## src/rtl/gcfg_pkg.sv

```systemverilog
package gcfg_pkg;

  localparam int DATA_W = 8;
  localparam int CHAN_W = 3;
  localparam int TYPE_W = 2;

  typedef enum logic [1:0] {
    VC_NONE = 2'b00,
    VC_BASE = 2'b01,
    VC_CHAN = 2'b10,
    VC_FULL = 2'b11
  } vc_e;

  // bit positions fixed: host software decodes this byte
  typedef struct packed {
    logic       rsv_hi;   // 7: disables addressing when set
    logic       sync;     // 6: synchronous host cycles
    logic [2:0] rsv_mid;  // 5:3: stored only
    vc_e        vc;       // 2:1: vector control
    logic       pdn;      // 0: power down
  } cfg_t;

  function automatic logic [DATA_W-1:0] build_vec(
    input vc_e               vc,
    input logic [DATA_W-1:0] base,
    input logic [CHAN_W-1:0] chan,
    input logic [TYPE_W-1:0] typ
  );
    logic [DATA_W-1:0] v;
    case (vc)
      VC_NONE: v = '1;
      VC_BASE: v = base;
      VC_CHAN: v = {base[DATA_W-1:CHAN_W], chan};
      default: v = {base[DATA_W-1:CHAN_W+TYPE_W], typ, chan};
    endcase
    return v;
  endfunction

endpackage

```

## src/rtl/gcfg_regs.sv

```systemverilog
module gcfg_regs
  import gcfg_pkg::*;
#(
  parameter int          ADDR_W  = 4,
  parameter int          GAP_CYC = 2,
  parameter logic [ADDR_W-1:0] CFG_ADDR = '0,
  parameter logic [ADDR_W-1:0] VB_ADDR  = 1
) (
  input  logic              clk,
  input  logic              rst_n,
  input  logic              cs_n,
  input  logic              wr_n,
  input  logic              rd_n,
  input  logic [ADDR_W-1:0] addr,
  input  logic [DATA_W-1:0] wdata,
  output cfg_t              cfg,
  output logic [DATA_W-1:0] vbase,
  output logic [DATA_W-1:0] rdata,
  output logic              wr_cfg
);

  localparam int GAP_W = $clog2(GAP_CYC + 1);

  cfg_t              cfg_q, cfg_d;
  logic [DATA_W-1:0] vb_q, vb_d;
  logic              pend_q, pend_d;
  logic [GAP_W-1:0]  gap_q, gap_d;

  logic bus_open, sel, wr_vb, rd_cfg, rd_vb, commit;

  always_comb begin
    bus_open = (gap_q == '0);
    sel      = !cs_n && bus_open;
    wr_cfg   = sel && !wr_n && (addr == CFG_ADDR);
    wr_vb    = sel && !wr_n && (addr == VB_ADDR) && !cfg_q.rsv_hi;
    rd_cfg   = sel && !rd_n && (addr == CFG_ADDR);
    rd_vb    = sel && !rd_n && (addr == VB_ADDR) && !cfg_q.rsv_hi;
    commit   = pend_q && cs_n && !cfg_q.sync;
  end

  always_comb begin
    cfg_d  = cfg_q;
    vb_d   = vb_q;
    pend_d = pend_q;
    gap_d  = gap_q - GAP_W'(gap_q != '0);
    if (wr_cfg) begin
      cfg_d      = cfg_t'(wdata);
      cfg_d.sync = cfg_q.sync;
      if (!cfg_q.sync) pend_d = wdata[6];
    end
    if (wr_vb) vb_d = wdata;
    if (commit) begin
      cfg_d.sync = 1'b1;
      pend_d     = 1'b0;
      gap_d      = GAP_W'(GAP_CYC);
    end
  end

  always_ff @(posedge clk or negedge rst_n) begin
    if (!rst_n) begin
      cfg_q  <= '0;
      vb_q   <= '0;
      pend_q <= 1'b0;
      gap_q  <= '0;
    end else begin
      cfg_q  <= cfg_d;
      vb_q   <= vb_d;
      pend_q <= pend_d;
      gap_q  <= gap_d;
    end
  end

  always_comb begin
    if (rd_cfg)     rdata = cfg_q;
    else if (rd_vb) rdata = vb_q;
    else            rdata = '0;
  end

  assign cfg   = cfg_q;
  assign vbase = vb_q;

endmodule

```

## src/rtl/gcfg_ivec.sv

```systemverilog
module gcfg_ivec
  import gcfg_pkg::*;
(
  input  logic              clk,
  input  logic              rst_n,
  input  logic              iack_n,
  input  logic [CHAN_W-1:0] chan,
  input  logic [TYPE_W-1:0] typ,
  input  vc_e               vc,
  input  logic [DATA_W-1:0] vbase,
  output logic [DATA_W-1:0] vec,
  output logic              vec_vld
);

  logic              ack_q, ack_d;
  logic [DATA_W-1:0] vec_q, vec_d;
  logic              start;

  always_comb begin
    start = !iack_n && !ack_q;
    ack_d = !iack_n;
    vec_d = start ? build_vec(vc, vbase, chan, typ) : vec_q;
  end

  always_ff @(posedge clk or negedge rst_n) begin
    if (!rst_n) begin
      ack_q <= 1'b0;
      vec_q <= '0;
    end else begin
      ack_q <= ack_d;
      vec_q <= vec_d;
    end
  end

  assign vec     = vec_q;
  assign vec_vld = ack_q && !iack_n;

endmodule

```

## src/rtl/gcfg_ivec_top.sv

```systemverilog
module gcfg_ivec_top
  import gcfg_pkg::*;
#(
  parameter int ADDR_W      = 4,
  parameter int GAP_CYC     = 2,
  parameter int RST_STAGES  = 2,
  parameter logic [ADDR_W-1:0] CFG_ADDR = '0,
  parameter logic [ADDR_W-1:0] VB_ADDR  = 1
) (
  input  logic              clk,
  input  logic              rst_n,
  input  logic              cs_n,
  input  logic              wr_n,
  input  logic              rd_n,
  input  logic [ADDR_W-1:0] addr,
  input  logic [7:0]        wdata,
  output logic [7:0]        dout,
  input  logic              iack_n,
  input  logic [2:0]        irq_chan,
  input  logic [1:0]        irq_type,
  output logic              addr_en,
  output logic              sync_mode,
  output logic              pwr_down
);

  logic [RST_STAGES-1:0] rs_q;
  logic                  rst_i;

  always_ff @(posedge clk or negedge rst_n) begin
    if (!rst_n) rs_q <= '0;
    else        rs_q <= {rs_q[RST_STAGES-2:0], 1'b1};
  end
  assign rst_i = rs_q[RST_STAGES-1];

  cfg_t              cfg;
  logic [DATA_W-1:0] vbase, rdata, vec;
  logic              vec_vld, wr_cfg;
  logic [1:0]        cfg_vc;

  gcfg_regs #(
    .ADDR_W(ADDR_W), .GAP_CYC(GAP_CYC), .CFG_ADDR(CFG_ADDR), .VB_ADDR(VB_ADDR)
  ) u_regs (
    .clk(clk), .rst_n(rst_i), .cs_n(cs_n), .wr_n(wr_n), .rd_n(rd_n),
    .addr(addr), .wdata(wdata), .cfg(cfg), .vbase(vbase), .rdata(rdata),
    .wr_cfg(wr_cfg)
  );

  gcfg_ivec u_ivec (
    .clk(clk), .rst_n(rst_i), .iack_n(iack_n), .chan(irq_chan), .typ(irq_type),
    .vc(cfg.vc), .vbase(vbase), .vec(vec), .vec_vld(vec_vld)
  );

  assign cfg_vc    = cfg.vc;
  assign dout      = vec_vld ? vec : rdata;
  assign addr_en   = !cfg.rsv_hi;
  assign sync_mode = cfg.sync;
  assign pwr_down  = cfg.pdn;

endmodule

```

## config.mk

```make
export PLATFORM = sky130hd
export DESIGN_NAME = gcfg_ivec_top
export DESIGN_NICKNAME = d
export VERILOG_FILES = /design/src/rtl/gcfg_pkg.sv /design/src/rtl/gcfg_regs.sv /design/src/rtl/gcfg_ivec.sv /design/src/rtl/gcfg_ivec_top.sv
export SDC_FILE = /design/constraint.sdc
export NUM_CORES = 1
export LEC_CHECK = 0
export BUFFER_PORTS_ARGS = -buffer_cell sky130_fd_sc_hd__buf_2
export CAP_MARGIN = 20
export CORE_MARGIN = 5
export CORE_UTILIZATION = 45
export CTS_BUF_LIST = sky130_fd_sc_hd__clkbuf_8
export CTS_CLUSTER_SIZE = 20
export DETAILED_ROUTE_END_ITERATION = 6
export PLACE_DENSITY_LB_ADDON = 0.08
export SYNTH_ARGS = -nofsm -noshare
export SYNTH_HDL_FRONTEND = slang
export SYNTH_SLANG_ARGS = --single-unit
```

## constraint.sdc

```tcl
create_clock -name clk -period 1.66 [get_ports clk]
set_clock_uncertainty 0.2 [all_clocks]
set_input_delay 0.249 -clock clk [delete_from_list [all_inputs] [get_ports clk]]
set_output_delay 0.249 -clock clk [all_outputs]
set_load 0.01 [all_outputs]
```

[Word-level counts from Yosys, hierarchy flattened]
Index checks and enable logic that the tools add are counted.
Word-level totals
  memories: 0
  latch bits: 0
  ROM bits: 0
  logic and storage cells: 51
  register bits: 30
  memory bits (writable): 0
Operators by class
  divide/modulo/power cells: 0
  multipliers: 0
  add/sub/neg operators: 1
  $lt $le $gt $ge: 0
  eq/ne operators: 4
  shifts and indexed selects: 0
  reduce and logical (&&, ||, !) cells: 26
  multiplexer cells: 9
  bitwise operators: 0
Operator list (count)
  8-bit 2-to-1 mux: 3
  8-bit case mux with 3 select lines: 1
  1-bit logical AND: 13
  1-bit logical NOT: 7
  4-bit by 1-bit equality test with 1-bit output (second input constant): 1
  2-bit logical NOT: 2
  4-bit logical NOT: 1
  1-bit 2-to-1 mux: 4
  2-bit nonzero test: 2
  2-bit by 1-bit equality test with 1-bit output (second input constant): 1
  2-bit equality test (second input constant): 1
  2-bit 2-to-1 mux: 1
  2-bit != test (second input constant): 1
  2-bit AND reduction: 1
  2-bit by 1-bit subtractor with 2-bit output: 1

[Longest topological paths before layout]
  word-level depth: 8
  depth in mapped cells: 5
  mapped depth without buffers: 3

[By module]
A second synthesis with hierarchy kept.
Unflattened totals
  cells, all modules: 119
  area, all modules: 1468.9 um^2
Modules (own cells, without submodules)
  gcfg_regs: instances 1, area each 878.3 um^2, seq. area each 475.5 um^2, cells an instance 69
  gcfg_ivec: instances 1, area each 401.6 um^2, seq. area each 225.2 um^2, cells an instance 37
  gcfg_ivec_top: instances 1, area each 188.9 um^2, seq. area each 50.0 um^2, cells an instance 13

[Worst setup path after synthesis]
No wires, ideal clock.
  kind: register -> output
  from: register u_regs.gap_q[1]
  to: output port dout[0]
  path slack: -0.026 ns
  arrival time: 1.237 ns
  stages on the path, launching flop included: 4
  required time: 1.211 ns
  cell sequence: dfrtp_1 nor4_1 nand2_1 o31ai_1
Between the ends
  word-level cells in the longest chain between the ends: 8
  elaborated cells on any way between the ends: 9
Ends and longest elaborated chain
  from (decl): line gcfg_regs.sv:27  | logic [GAP_W-1:0] gap_q, gap_d;
  from (signal assigned): line gcfg_regs.sv:69  | gap_q <= gap_d;
  2-bit logical NOT (*): line gcfg_regs.sv:32  | bus_open = (gap_q == '0);
  1-bit logical AND (*): line gcfg_regs.sv:33  | sel = !cs_n && bus_open;
  1-bit logical AND (*): line gcfg_regs.sv:36, gcfg_regs.sv:37
  1-bit logical AND (2 in a row): line gcfg_regs.sv:37  | rd_vb = sel && !rd_n && (addr == VB_ADDR) && !cfg_q.rsv_hi;
  8-bit 2-to-1 mux: line gcfg_regs.sv:75  | else if (rd_vb) rdata = vb_q;
  8-bit 2-to-1 mux (*): line gcfg_regs.sv:74  | if (rd_cfg) rdata = cfg_q;
  8-bit 2-to-1 mux (*): line gcfg_ivec_top.sv:54  | assign dout = vec_vld ? vec : rdata;
  to (decl): line gcfg_ivec_top.sv:17  | output logic [7:0] dout,
Every way passes the cells marked *; elsewhere a longest branch is shown, timed or not.

[Worst setup path in the final report]
  from: register u_regs.gap_q[1]
  to: output port dout[6]
Same word-level chain as after synthesis.

==> results.txt <==
----------------------------------------------------
[Synthesis]
  Part of the Yosys area used for sequential elements ... between 50 and 60%
  Number of enable-type register cells in the synthesized netlist ... 0
  Synthesis Warnings ... 0
  Number of instances in the synthesized netlist ... 130
  Cell variety after synth ... 31
  Post-Synthesis Net Count ... about 150
  Post-synthesis sequential element count ... 30
  Avg Synthesized Cell Area ... roughly 11 um^2
  Top cells by area in the synthesized netlist ... sky130_fd_sc_hd__dfrtp_1 52%, sky130_fd_sc_hd__mux2_2 13%, sky130_fd_sc_hd__nand2_1 5.7%
  Post-synth ARST share ... 100.0%
  Predominant post-synthesis flop cell ... sky130_fd_sc_hd__dfrtp_1
  Yosys top cell area share ... between 50% and 60%
  Top cell type by total area after synthesis ... sky130_fd_sc_hd__dfrtp_1
  Commonest cells in the netlist ... 30 x sky130_fd_sc_hd__dfrtp_1, 22 x sky130_fd_sc_hd__nand2_1, 16 x sky130_fd_sc_hd__mux2_2
  Most common cell in the synthesized netlist ... sky130_fd_sc_hd__dfrtp_1
  Synthesized area ... 0.001441 mm^2

[Timing]
  Final setup violation count ... 17
  Final critical delay including setup and external delays ... 1.999 ns
  Ratio of final minimum period to clock period ... 120.4%
  Setup repair after global routing missed its margin ... true
  Total Negative Setup Slacks ... -3.044 ns
  Count of final hold-check violations ... 0
  Final worst slack ... -0.3394 ns
  F_max ... roughly 500 MHz
  Final Max Slew Viols ... 0

[Cells and area]
  Number of inserted filler cells in the final layout ... 257
  Proportion of layout cells with a drive suffix above 1 ... between 40% and 50%
  Layout net count ... 201
  Diode count ... 0
  Area delta synth->final ... 36.20%
  Non-filler instance count after layout ... 223

[Detailed routing]
  WL per Instance ... between 10 and 15 um
  Wire length after detailed routing ... 3.280 mm
  Iter 0 DRT Violations ... between 60 and 70
  Count of vias placed by the detailed router ... about 1100
  DRC ... 0
  Vias per cell ... 5.072
  Total iterations of the first detailed-routing run ... 4
  Remaining antenna violation count after routing ... 0

[Floorplan]
  Core Area ... a little over 0.003 mm^2
  Starting density of the core ... between 40% and 50%
  Top-level I/O count ... 34
  Horizontal extent of the die ... ~67 um
  Overall die area ... approximately 0.0044 mm^2
  Floorplan die height ... 66.60 um
  Standard-cell rows ... 20

[GRT]
  Antenna violations before repair ... 0
  Global-route wire length before repair ... between 5 and 6 mm
  Via count of the first global-routing pass ... 1151
  Total Routing Usage GR ... 16.65%
  Largest net degree at the start of global routing ... 29
  Grt ovf ... 0

[Worst setup path]
  Buf/Inv on CP ... 2
  Crit end category ... primary output
  Cell breakdown of the critical path ... nor4_2, nand2_1, buf_6, o31ai_1, buf_2
  Worst path slowest cell ... sky130_fd_sc_hd__dfrtp_1
  Cell class contributing the biggest share of worst-path delay ... flip-flops
  Kind of start point of the critical path ... register
  Critical path peak fanout ... 8
  WP data arrival ... 1.55 ns
  Kind of critical path ... register to primary output
  Largest stage delay, worst path ... 0.39 ns
  Crit path required time ... between 1 and 1.5 ns

[Pwr]
  Clock network fraction of total power ... 33.0%
  Worst vdd rail ir drop ... around 740 uV
  Leakage power total ... between 0.9 and 1 nW
  Fraction of power spent switching nets ... 27.18%
  Power consumption ... 2.126 mW
  Portion of total power attributed to combinational logic ... 21.5%
  Fraction of power consumed by sequential logic ... a little under half
  Power density over cell area ... 1083 mW/mm^2
  P_int ... 1.548 mW
  Net switching power ... between 0.5 and 0.6 mW

[Placed design]
  Post-DP HPWL ... 2.415 mm
  I/O Buffers ... 33
  GP Congestion ... about 0.71
  Dpl cells ... 212

[Outcome]
  Violations in the final reports ... setup timing
  Outcome ... finished with violations

[CTS]
  Root buf cell ... sky130_fd_sc_hd__clkbuf_8
  TritonCTS Buffers ... 5
  Clock buffer depth ... 2
  Clock Latency Late Sink ... between 0.2 and 0.3 ns
  Number of clock sinks ... 30
  Clock-pin transition on the worst setup and hold timing paths ... 0.07 ns
  Count of H-tree levels built during CTS ... 2
  TritonCTS clock tree ... done

[Flow run]
  Total of max-cap violations ... 0

[Worst hold path]
  Type of the worst min-delay path ... primary input to register

----------------------------------------------------
per-layer routing:
layer  share of wire [%]  up-vias  global-route usage, %
met2                  47       19                  25.74
met5                   0        -                      0
met3                 4.1        8                  5.228
met1                  48      546                  21.77
li1                    -      558                      -
met4                 1.5        0                  6.091
layout make-up:
class | count | area (um^2) | area share (%)
multi-input combinational | 88 | 721.9 | 36.78
timing repair buffer | 47 | 304.0 | 15.49
tap | 44 | 55.05 | 2.804
clock buffer | 5 | 68.82 | 3.505
sequential | 30 | 750.7 | 38.24
inverter | 6 | 22.52 | 1.147
clock inverter | 3 | 40.04 | 2.040
power groups by stage:
stage               sequential (mW)  clock (mW)  combinational [mW]
floorplan                     0.951           0               0.280
global placement              0.973           0               0.402
detailed placement            0.979           0               0.415
CTS                           0.966       0.724               0.451
global route                  0.984       0.754               0.507
finish                        0.967       0.701               0.457
registers in the layout (all words and copies together), names as in the netlist:
| signal | flops |
|---|---|
| rs_q | 2 |
| u_ivec.ack_q | 1 |
| u_ivec.vec | 8 |
| u_regs.cfg | 8 |
| u_regs.gap_q | 2 |
| u_regs.pend_q | 1 |
| u_regs.vbase | 8 |
path summary, 6_finish.rpt:
check | startpoint | end | slack [ns] | cells after the start
hold reg to reg | rs_q[1]$_DFF_PN0_ | u_ivec.vec[7]$_DFFE_PN0P_ | 0.05 | 1
setup reg to reg | u_regs.gap_q[1]$_DFF_PN0_ | u_regs.cfg[2]$_DFFE_PN0P_ | -0.07 | 5
max in group asynchronous | rs_q[1]$_DFF_PN0_ | u_ivec.vec[2]$_DFFE_PN0P_ | 0.94 | 1
min in group asynchronous | rs_q[1]$_DFF_PN0_ | u_ivec.vec[7]$_DFFE_PN0P_ | 0.05 | 1
setup / recovery | u_regs.gap_q[1]$_DFF_PN0_ | dout[6] | -0.34 | 5
hold / removal | wdata[7] | u_regs.vbase[7]$_DFFE_PN0P_ | 0.01 | 2
per-stage QoR:
stage	util (%)	setup WS [ns]	hold slack, ns	area (um^2)
after global placement	56.84	-0.1749	-0.1658	1735
final	64.30	-0.3394	0.01386	1963
after floorplan	-	-0.02455	-0.2466	1441
after detailed placement	56.84	-0.2755	-0.1649	1735
after global routing	64.30	-0.4632	0.007810	1963
after CTS	63.89	-0.3971	0.009141	1951
cells in the final DEF (no fill, tap or decap), types with 2 or more instances in the layout:
cell / count
sky130_fd_sc_hd__buf_12: 2
sky130_fd_sc_hd__clkbuf_8: 5
sky130_fd_sc_hd__nor2b_1: 3
sky130_fd_sc_hd__mux2_4: 2
sky130_fd_sc_hd__nand2_1: 22
sky130_fd_sc_hd__dlygate4sd3_1: 2
sky130_fd_sc_hd__o22a_1: 3
sky130_fd_sc_hd__clkinv_2: 2
sky130_fd_sc_hd__o31ai_2: 4
sky130_fd_sc_hd__dfrtp_1: 30
sky130_fd_sc_hd__nor2_1: 3
sky130_fd_sc_hd__o21ai_0: 6
sky130_fd_sc_hd__o31ai_4: 3
sky130_fd_sc_hd__a2bb2oi_1: 6
sky130_fd_sc_hd__inv_1: 5
sky130_fd_sc_hd__mux2_2: 14
sky130_fd_sc_hd__buf_4: 9
sky130_fd_sc_hd__buf_2: 33
sky130_fd_sc_hd__o22ai_1: 5
logic make-up after synthesis:
kind of cell / share of synthesized area, %
AO/OA/AOI/OAI: 17.28
AND/OR/NAND/NOR: 13.37
other: 0.2602
multiplexers: 12.50
XOR/XNOR: 0.6077
flip-flops: 52.08
buffers and inverters: 3.906
timing repair:
item                                    4_1_cts  5_1_grt
endpoints found under the setup margin       23       24
setup buffers                                 2        1
hold endpoints to repair                      3        0
pin swaps                                     7        4
gates resized for setup                      14        2
hold buffers                                  2        0
gates cloned                                  0        0
(Power assumes the default switching activity.)
